File: src/rtl/sgu_pkg.sv
package sgu_pkg;
    localparam int WORD_W = 32;
    localparam int BUS_W  = 64;
    localparam int LANES  = BUS_W / WORD_W;

    typedef enum logic [1:0] {
        S_EMPTY,
        S_GATHER,
        S_BURST,
        S_PARTIAL
    } sgu_state_e;
endpackage

File: src/rtl/sgu_line_buf.sv
module sgu_line_buf
    import sgu_pkg::*;
#(
    parameter int LINE_WORDS = 8,
    parameter int TAG_W      = 27,
    localparam int WIDX_W    = $clog2(LINE_WORDS),
    localparam int BEATS     = LINE_WORDS / LANES,
    localparam int BIDX_W    = $clog2(BEATS)
) (
    input  logic                  clk,
    input  logic                  rst_n,
    input  logic                  wr_en,
    input  logic                  start_line,
    input  logic [TAG_W-1:0]      wr_tag,
    input  logic [WIDX_W-1:0]     wr_idx,
    input  logic [WORD_W-1:0]     wr_data,
    input  logic                  clear,
    input  logic [BIDX_W-1:0]     beat_sel,
    output logic [LINE_WORDS-1:0] mask,
    output logic [TAG_W-1:0]      tag,
    output logic [BUS_W-1:0]      beat_data,
    output logic [LANES-1:0]      beat_mask
);
    logic [WORD_W-1:0] word_q [LINE_WORDS];

    for (genvar w = 0; w < LINE_WORDS; w++) begin : g_word
        always_ff @(posedge clk) begin
            if (wr_en && wr_idx == WIDX_W'(w)) begin
                word_q[w] <= wr_data;
            end
        end
    end

    always_ff @(posedge clk) begin
        if (!rst_n || clear) begin
            mask <= '0;
        end else if (wr_en) begin
            mask <= (start_line ? '0 : mask) | (LINE_WORDS'(1) << wr_idx);
        end
    end

    always_ff @(posedge clk) begin
        if (!rst_n) begin
            tag <= '0;
        end else if (wr_en && start_line) begin
            tag <= wr_tag;
        end
    end

    for (genvar l = 0; l < LANES; l++) begin : g_lane
        assign beat_data[l*WORD_W +: WORD_W] = word_q[WIDX_W'(LANES * beat_sel + l)];
    end
    assign beat_mask = mask[beat_sel*LANES +: LANES];
endmodule

File: src/rtl/sgu_beat_fmt.sv
module sgu_beat_fmt
    import sgu_pkg::*;
(
    input  logic               full_line,
    input  logic [BUS_W-1:0]   raw_data,
    input  logic [LANES-1:0]   lane_valid,
    output logic [BUS_W-1:0]   out_data,
    output logic [BUS_W/8-1:0] out_strb
);
    localparam int LANE_BYTES = WORD_W / 8;

    for (genvar l = 0; l < LANES; l++) begin : g_lane
        logic live;
        assign live = full_line || lane_valid[l];
        assign out_strb[l*LANE_BYTES +: LANE_BYTES] = {LANE_BYTES{live}};
        assign out_data[l*WORD_W +: WORD_W] = live ? raw_data[l*WORD_W +: WORD_W] : '0;
    end
endmodule

File: src/rtl/sgu_top.sv
module sgu_top
    import sgu_pkg::*;
#(
    parameter int ADDR_W     = 32,
    parameter int LINE_WORDS = 8,
    localparam int BEATS     = LINE_WORDS / LANES,
    localparam int OFF_W     = $clog2(LINE_WORDS * (WORD_W / 8)),
    localparam int TAG_W     = ADDR_W - OFF_W,
    localparam int WIDX_W    = $clog2(LINE_WORDS),
    localparam int BIDX_W    = $clog2(BEATS),
    localparam int BOFF_W    = $clog2(BUS_W / 8)
) (
    input  logic                 clk,
    input  logic                 rst_n,
    input  logic                 st_valid,
    output logic                 st_ready,
    input  logic [ADDR_W-1:0]    st_addr,
    input  logic [WORD_W-1:0]    st_data,
    input  logic                 ld_valid,
    input  logic [ADDR_W-1:0]    ld_addr,
    output logic                 ld_ready,
    input  logic                 sync_req,
    input  logic                 nudge_req,
    input  logic                 exc_req,
    output logic                 bus_valid,
    input  logic                 bus_ready,
    output logic [ADDR_W-1:0]    bus_addr,
    output logic [BUS_W-1:0]     bus_data,
    output logic [BUS_W/8-1:0]   bus_strb,
    output logic [BIDX_W-1:0]    bus_len,
    output logic                 bus_last
);
    sgu_state_e state, state_nx;

    logic [BIDX_W-1:0]     beat_ctr;
    logic [LINE_WORDS-1:0] mask;
    logic [TAG_W-1:0]      buf_tag;
    logic [BUS_W-1:0]      raw_beat;
    logic [LANES-1:0]      beat_mask;
    logic [BUS_W-1:0]      fmt_data;
    logic [BUS_W/8-1:0]    fmt_strb;

    logic [TAG_W-1:0]      st_tag, ld_tag;
    logic [WIDX_W-1:0]     st_idx;
    logic [LINE_WORDS-1:0] mask_after;
    logic occupied, ld_hit, st_miss, flush_cause;
    logic st_fire, last_store, beat_has, beat_done, end_flush;
    logic unused_addr_bits;

    assign st_tag   = st_addr[ADDR_W-1:OFF_W];
    assign st_idx   = st_addr[OFF_W-1:2];
    assign ld_tag   = ld_addr[ADDR_W-1:OFF_W];
    assign unused_addr_bits = ^{st_addr[1:0], ld_addr[OFF_W-1:0]};

    assign occupied    = (state != S_EMPTY);
    assign ld_hit      = ld_valid && occupied && (ld_tag == buf_tag);
    assign st_miss     = st_valid && (state == S_GATHER) && (st_tag != buf_tag);
    assign flush_cause = (state == S_GATHER) &&
                         (sync_req || nudge_req || exc_req || ld_hit || st_miss);

    assign st_ready   = (state == S_EMPTY) || ((state == S_GATHER) && !flush_cause);
    assign ld_ready   = !(occupied && (ld_tag == buf_tag));
    assign st_fire    = st_valid && st_ready;
    assign last_store = st_fire && (st_idx == WIDX_W'(LINE_WORDS - 1));
    assign mask_after = ((state == S_EMPTY) ? '0 : mask) | (LINE_WORDS'(1) << st_idx);

    assign beat_has  = |beat_mask;
    assign beat_done = ((state == S_BURST) && bus_ready) ||
                       ((state == S_PARTIAL) && (!beat_has || bus_ready));
    assign end_flush = beat_done && (beat_ctr == BIDX_W'(BEATS - 1));

    sgu_line_buf #(.LINE_WORDS(LINE_WORDS), .TAG_W(TAG_W)) u_buf (
        .clk       (clk),
        .rst_n     (rst_n),
        .wr_en     (st_fire),
        .start_line(state == S_EMPTY),
        .wr_tag    (st_tag),
        .wr_idx    (st_idx),
        .wr_data   (st_data),
        .clear     (end_flush),
        .beat_sel  (beat_ctr),
        .mask      (mask),
        .tag       (buf_tag),
        .beat_data (raw_beat),
        .beat_mask (beat_mask)
    );

    sgu_beat_fmt u_fmt (
        .full_line (state == S_BURST),
        .raw_data  (raw_beat),
        .lane_valid(beat_mask),
        .out_data  (fmt_data),
        .out_strb  (fmt_strb)
    );

    always_comb begin
        state_nx = state;
        unique case (state)
            S_EMPTY: begin
                if (last_store)   state_nx = (&mask_after) ? S_BURST : S_PARTIAL;
                else if (st_fire) state_nx = S_GATHER;
            end
            S_GATHER: begin
                if (flush_cause)     state_nx = (&mask) ? S_BURST : S_PARTIAL;
                else if (last_store) state_nx = (&mask_after) ? S_BURST : S_PARTIAL;
            end
            S_BURST, S_PARTIAL: begin
                if (end_flush) state_nx = S_EMPTY;
            end
            default: state_nx = S_EMPTY;
        endcase
    end

    always_ff @(posedge clk) begin
        if (!rst_n) state <= S_EMPTY;
        else        state <= state_nx;
    end

    always_ff @(posedge clk) begin
        if (!rst_n || end_flush) beat_ctr <= '0;
        else if (beat_done)      beat_ctr <= beat_ctr + 1'b1;
    end

    always_comb begin
        bus_valid = 1'b0;
        bus_addr  = {buf_tag, {OFF_W{1'b0}}};
        bus_len   = '0;
        bus_last  = 1'b1;
        bus_data  = fmt_data;
        bus_strb  = fmt_strb;
        unique case (state)
            S_BURST: begin
                bus_valid = 1'b1;
                bus_len   = BIDX_W'(BEATS - 1);
                bus_last  = (beat_ctr == BIDX_W'(BEATS - 1));
            end
            S_PARTIAL: begin
                bus_valid = beat_has;
                bus_addr  = {buf_tag, beat_ctr, {BOFF_W{1'b0}}};
            end
            default: ;
        endcase
    end
endmodule

File: config.mk
export PLATFORM = sky130hd
export DESIGN_NAME = sgu_top
export DESIGN_NICKNAME = d
export VERILOG_FILES = /design/src/rtl/sgu_pkg.sv /design/src/rtl/sgu_line_buf.sv /design/src/rtl/sgu_beat_fmt.sv /design/src/rtl/sgu_top.sv
export SDC_FILE = /design/constraint.sdc
export NUM_CORES = 1
export LEC_CHECK = 0
export CAP_MARGIN = 0
export CELL_PAD_IN_SITES_DETAIL_PLACEMENT = 1
export CELL_PAD_IN_SITES_GLOBAL_PLACEMENT = 2
export CORE_MARGIN = 2
export CORE_UTILIZATION = 41
export DETAILED_ROUTE_END_ITERATION = 8
export GPL_TIMING_DRIVEN = 0
export PLACE_DENSITY = 0.81
export SYNTH_ARGS = -nofsm -noshare
export SYNTH_HDL_FRONTEND = slang
export SYNTH_SLANG_ARGS = --single-unit
File: constraint.sdc
create_clock -name clk -period 12.1 [get_ports clk]
set_clock_uncertainty 0.05 [all_clocks]
set_input_delay 3.63 -clock clk [delete_from_list [all_inputs] [get_ports clk]]
set_output_delay 3.63 -clock clk [all_outputs]
set_load 0.02 [all_outputs]
* Yosys cells after proc, flatten, opt, wreduce, memory -nomap -nowiden
Memories as Yosys holds them, arrays and structs flattened. A register that Yosys moved wholly into a read port is not among the register bits.
Cells that the tools add are included.
** Storage, ports and cells
- Input port bits :: 104
- Bits in writable memories :: 256
- Memories kept :: 1
- Logic and storage cells :: 129
- Register bits :: 39
** Memories
- u_buf.word_q :: words 8, bits a word 32, read ports 2, clocked after Yosys merged registers in 1, wr ports 1, line sgu_line_buf.sv:24 : logic [WORD_W-1:0] word_q [LINE_WORDS];
** Operators by class
- Bitwise gates (word level) :: 1
- Reductions and logical operators :: 49
- Equal/unequal tests :: 16
- $add $sub $neg :: 2
- Shifts and indexed selects :: 2
- Mux-type cells :: 54
** Operators by type and width (number)
- $mux 32 :: 9
- $reduce_or 32->1 :: 7
- $eq 27x27->1 :: 1
- $mux 3 :: 9
- $ne 27x27->1 :: 1
- $mux 1 :: 26
- $logic_and 1x1->1 :: 20
- $reduce_and 8->1 :: 2
- $eq 3x3->1 const B :: 4
- $mux 2 :: 6
- $logic_or 1x1->1 :: 10
- $mux 8 :: 1
- $or 8x8->8 :: 1
- $shiftx 8x4->2 :: 1
- $shl 1x3->8 const A :: 1
- $eq 2x2->1 const B :: 3
- $eq 3x2->1 const B :: 2
- $pmux 2 s3 :: 1
- $mux 5 :: 1
- $logic_not 1->1 :: 4
- $reduce_or 2->1 :: 2
- $add 3x1->3 const B :: 1
- $eq 3x1->1 const B :: 1
- $logic_not 3->1 :: 1
- 9 further kinds :: 9

* Logic depth before layout (Yosys ltp)
- Word-level depth :: 21
- Gate-level depth with buffers :: 8
- Depth with buffers taken out :: 7

* Modules after synthesis
A second synthesis with hierarchy kept.
** Second synthesis, totals
- Cell total of the unflattened synthesis :: 732
- Area total of the unflattened synthesis :: 12617.1 µm²
** Modules (own cells, without submodules)
- sgu_line_buf :: cells an instance 499, area each 10849.2 µm², times used 1
- sgu_top :: cells an instance 144, area each 1112.3 µm², times used 1
- sgu_beat_fmt :: cells an instance 89, area each 655.6 µm², times used 1

* Worst setup path after synthesis
No wires, ideal clock.
- Kind :: input port to output port
- From :: input port nudge_req
- To :: output port st_ready
- Arrival time :: 5.041 ns
- Data required time :: 8.420 ns
- Path slack :: 3.379 ns
- Stages on the path :: 5
- Cells stage by stage :: or3_1 nor4_1 nand4_1 a21o_1 a21oi_1
** On the way
- Cells in the longest elaborated chain, start to end :: 8
** RTL lines
- start, declared :: line sgu_top.sv:23 : input logic nudge_req,
- $logic_or 1x1->1 (4 in series) :: line sgu_top.sv:59 : (sync_req || nudge_req || exc_req || ld_hit || st_miss);
- $logic_and 1x1->1 :: line sgu_top.sv:58 : assign flush_cause = (state == S_GATHER) &&
- $logic_not 1->1 :: line sgu_top.sv:61 : assign st_ready = (state == S_EMPTY) || ((state == S_GATHER) && !flush_cause);
- $logic_and 1x1->1 :: line sgu_top.sv:61
- $logic_or 1x1->1 :: line sgu_top.sv:61
- end, declared :: line sgu_top.sv:16 : output logic st_ready,
No other way between the ends.

* Worst setup path in the final report
- From :: input port st_addr[15]
- To :: output port st_ready
** On the way
- Cells in the longest elaborated chain, start to end :: 7
** RTL lines
- start, declared :: line sgu_top.sv:17 : input logic [ADDR_W-1:0] st_addr,
- $ne 27x27->1 :: line sgu_top.sv:57 : assign st_miss = st_valid && (state == S_GATHER) && (st_tag != buf_tag);
- $logic_and 1x1->1 :: line sgu_top.sv:57
- $logic_or 1x1->1 :: line sgu_top.sv:59
- $logic_and 1x1->1 :: line sgu_top.sv:58
- $logic_not 1->1 :: line sgu_top.sv:61
- $logic_and 1x1->1 :: line sgu_top.sv:61
- $logic_or 1x1->1 :: line sgu_top.sv:61
No other way between the ends.

==> reports/results.tsv <==
metric	value	unit
Post-CTS Hold Buffers	0	
worst hold-check path type	flop to flop	
post-route ant nets	0	
pwr dens	154	mW/mm²
Ports	214	
cell family with most CP delay	buffers and inverters	
grt ovf	0	
Die H	177	µm
buffers added on ports	201	
RD Place Congestion	0.799	
area delta synth->final	31.4	%
Slew Limit Fails	0	
Internal Power	0.00189	W
TritonRoute pass-1 iters	5	
slew margin rel.	0.390	
clock slew at reported path FFs	60	ps
initial antenna violation count	0	
number of buffers created by CTS	30	
WS Path Type	input port to output port	
Cell Rows	63	
CTS tree	done	
fraction of layout cells with a size suffix above 1	0.177	
largest net degree at the start of global routing	26	
Avg Cell Area, Syn	16.8	µm²
Filler cells	2820	
Max Root-Sink Buffers	3	
Post-CTS Setup Bufs	0	
crit path time final	9940	ps
vias in the first global route	7719	
sw frac	0.239	
Max-Cap Viols	0	
WP buf/inv	2	
die area	0.0313	mm²
core area	0.0296	mm²
Synth Flop Type	edfxtp_1	
Worst-Skew Late Latency	560	ps
Max IR drop VDD	106	µV
post-cts sizing count	0	
final setup violation count	0	
sequential share of the synthesized area	0.693	
Initial Util	0.415	
Comb power frac	0.138	
r2r startpoint	u_buf.tag[10]	
CP required	8420	ps
outcome	finished clean	
WHS	461	ps
hold path start	u_buf.mask[3]	
DRC violation count after routing	0	
part of the power in registers	0.466	
total track usage	0.201	
H-tree levels	1	
WL final	31200	µm
detailed-route wire length per cell	22.3	µm
Yosys reg bits	297	
Clock Power Share	0.396	
Final Non-Filler Cells	1398	
Net count, final	1089	
Mapped Cells	732	
initial DRC count	508	
RSZ-0062 raised after global routing	false	
Least-Margin Pin Slew	910	ps
DR vias/cell	5.21	
final worst-path cycle share	0.822	
critical path's slowest cell	clkdlybuf4s50_1	
Clock Tree Root	clkbuf_16	
Netlist Area Pre-Place	0.0123	mm²
Placed Cells	1342	
Fmax achieved	0.101	GHz
Lkg Pwr	5.12	nW
Critical Path End Type	output port	
final hold vios	0	
Worst Setup SP	st_addr[15]	
Max FO, Critical Path	4	
# diodes	0	
Synth cell types	49	
global-route wire length before repair	47100	µm
DP Wirelength	22200	µm
number of flops mapped to enable cells by yosys	256	
YS warnings	0	
critical path arrival	6260	ps
Setup TNS	0	ps
worst-path cell chain	clkdlybuf4s50_1 -> xnor2_1 -> nand4_1 -> nor4_1 -> nand4_1 -> a21o_1 -> a21oi_1 -> clkdlybuf4s50_1	
slowest cell delay on critical path	690	ps
Clock Sinks	297	
startpoint types	input port	
sw power	0.000591	W
Die W	177	µm
routed vias	7286	
async set or reset register ratio after synthesis	0	
[final cells by class]
class,instances,area (µm²),share of cell area
Sequential cell,297,8510,0.528
Multi-Input combinational cell,383,3550,0.220
Timing Repair Buffer,218,2230,0.138
Clock buffer,33,792,0.0491
Tap cell,390,488,0.0303
Clock inverter,23,289,0.0179
Buffer,50,259,0.0161
Inverter,4,15.0,0.000931
[per-stage QoR]
stage          cell area (µm²)  worst slack [ps]  total power [W]   util
5_1_grt                  16100              2070          0.00256  0.546
2_1_floorplan            12300              3380          0.00136      -
3_5_place_dp             15000              2140          0.00152  0.509
6_report                 16100              2160          0.00248  0.546
4_1_cts                  16100              2130          0.00250  0.546
3_3_place_gp             14800              -301          0.00151  0.500
[layer usage]
metal	wire, µm	vias up	GRT usage
li1	-	3289	-
met2	15600	209	0.337
met1	13400	3743	0.277
met3	1570	45	0.0266
met5	0	-	0
met4	696	0	0.0565
[flip-flops by register name, summed over array words and instances, names as in the netlist, named ones only]
| name | cells |
|---|---|
| beat_ctr | 2 |
| u_buf.mask | 8 |
| u_buf.tag | 27 |
| u_buf.word_q | 256 |
| state | 2 |
[logic make-up after synthesis]
logic type | count (synthesis) | share of synthesized area
other | 1 | 0.000306
adders and majority gates | 1 | 0.00102
muxes | 67 | 0.122
xor gates and xnor gates | 55 | 0.0392
buffers and inverters | 54 | 0.0223
and+or+nand+nor | 202 | 0.0882
DFF | 297 | 0.693
AOI/OAI and AO/OA | 55 | 0.0337
[worst paths after layout]
path                          to  slack (ps)  depth (start not counted)
max reg2reg  u_buf.word_q[0][19]        8590                         10
min                u_buf.mask[3]         460                          1
min reg2reg        u_buf.mask[3]         460                          1
max                     st_ready        2160                          8
[cells in the mapped netlist (all sizes together) (5+ instances only)]
master / count / area (µm²)
o2bb2ai: 7 / 61.3
dfxtp: 41 / 821
and3: 5 / 31.3
clkbuf: 23 / 86.3
nand4: 14 / 87.6
o21ai: 5 / 36.3
mux4: 66 / 1490
nor2: 13 / 56.3
a21boi: 27 / 203
nor2b: 71 / 444
buf: 27 / 173
edfxtp: 256 / 7690
xnor2: 48 / 420
xor2: 7 / 61.3
nand2: 67 / 259
a21oi: 5 / 25.0
nand3: 9 / 45.0
[power by group through the flow]
stage | logic (W) | clock network, W | registers, W
global placement | 0.000335 | 0 | 0.00118
floorplan | 0.000176 | 0 | 0.00118
detailed placement | 0.000345 | 0 | 0.00118
CTS | 0.000346 | 0.00100 | 0.00115
finish | 0.000341 | 0.000982 | 0.00115
global route | 0.000367 | 0.00104 | 0.00116
[placed cells by master (no fill, tap or decap), drive strengths merged, types with 2 or more instances in the layout]
cell type / instances
nor3: 4
o21ai: 5
xor2: 7
bufinv: 5
nand2: 67
clkbuf: 56
clkdlybuf4s50: 201
mux4: 66
nor2b: 71
a21o: 2
clkinv: 13
a22oi: 2
nand2b: 2
dfxtp: 41
edfxtp: 256
nand3: 9
a21oi: 5
nor4: 4
inv: 5
xnor2: 48
clkinvlp: 4
or2: 2
nand3b: 3
conb: 3
o2bb2ai: 7
a21boi: 27
nand4: 14
nor2: 13
nor3b: 2
buf: 44
and3: 5
or3: 3
Note: power is estimated with default switching activity, not from simulation.
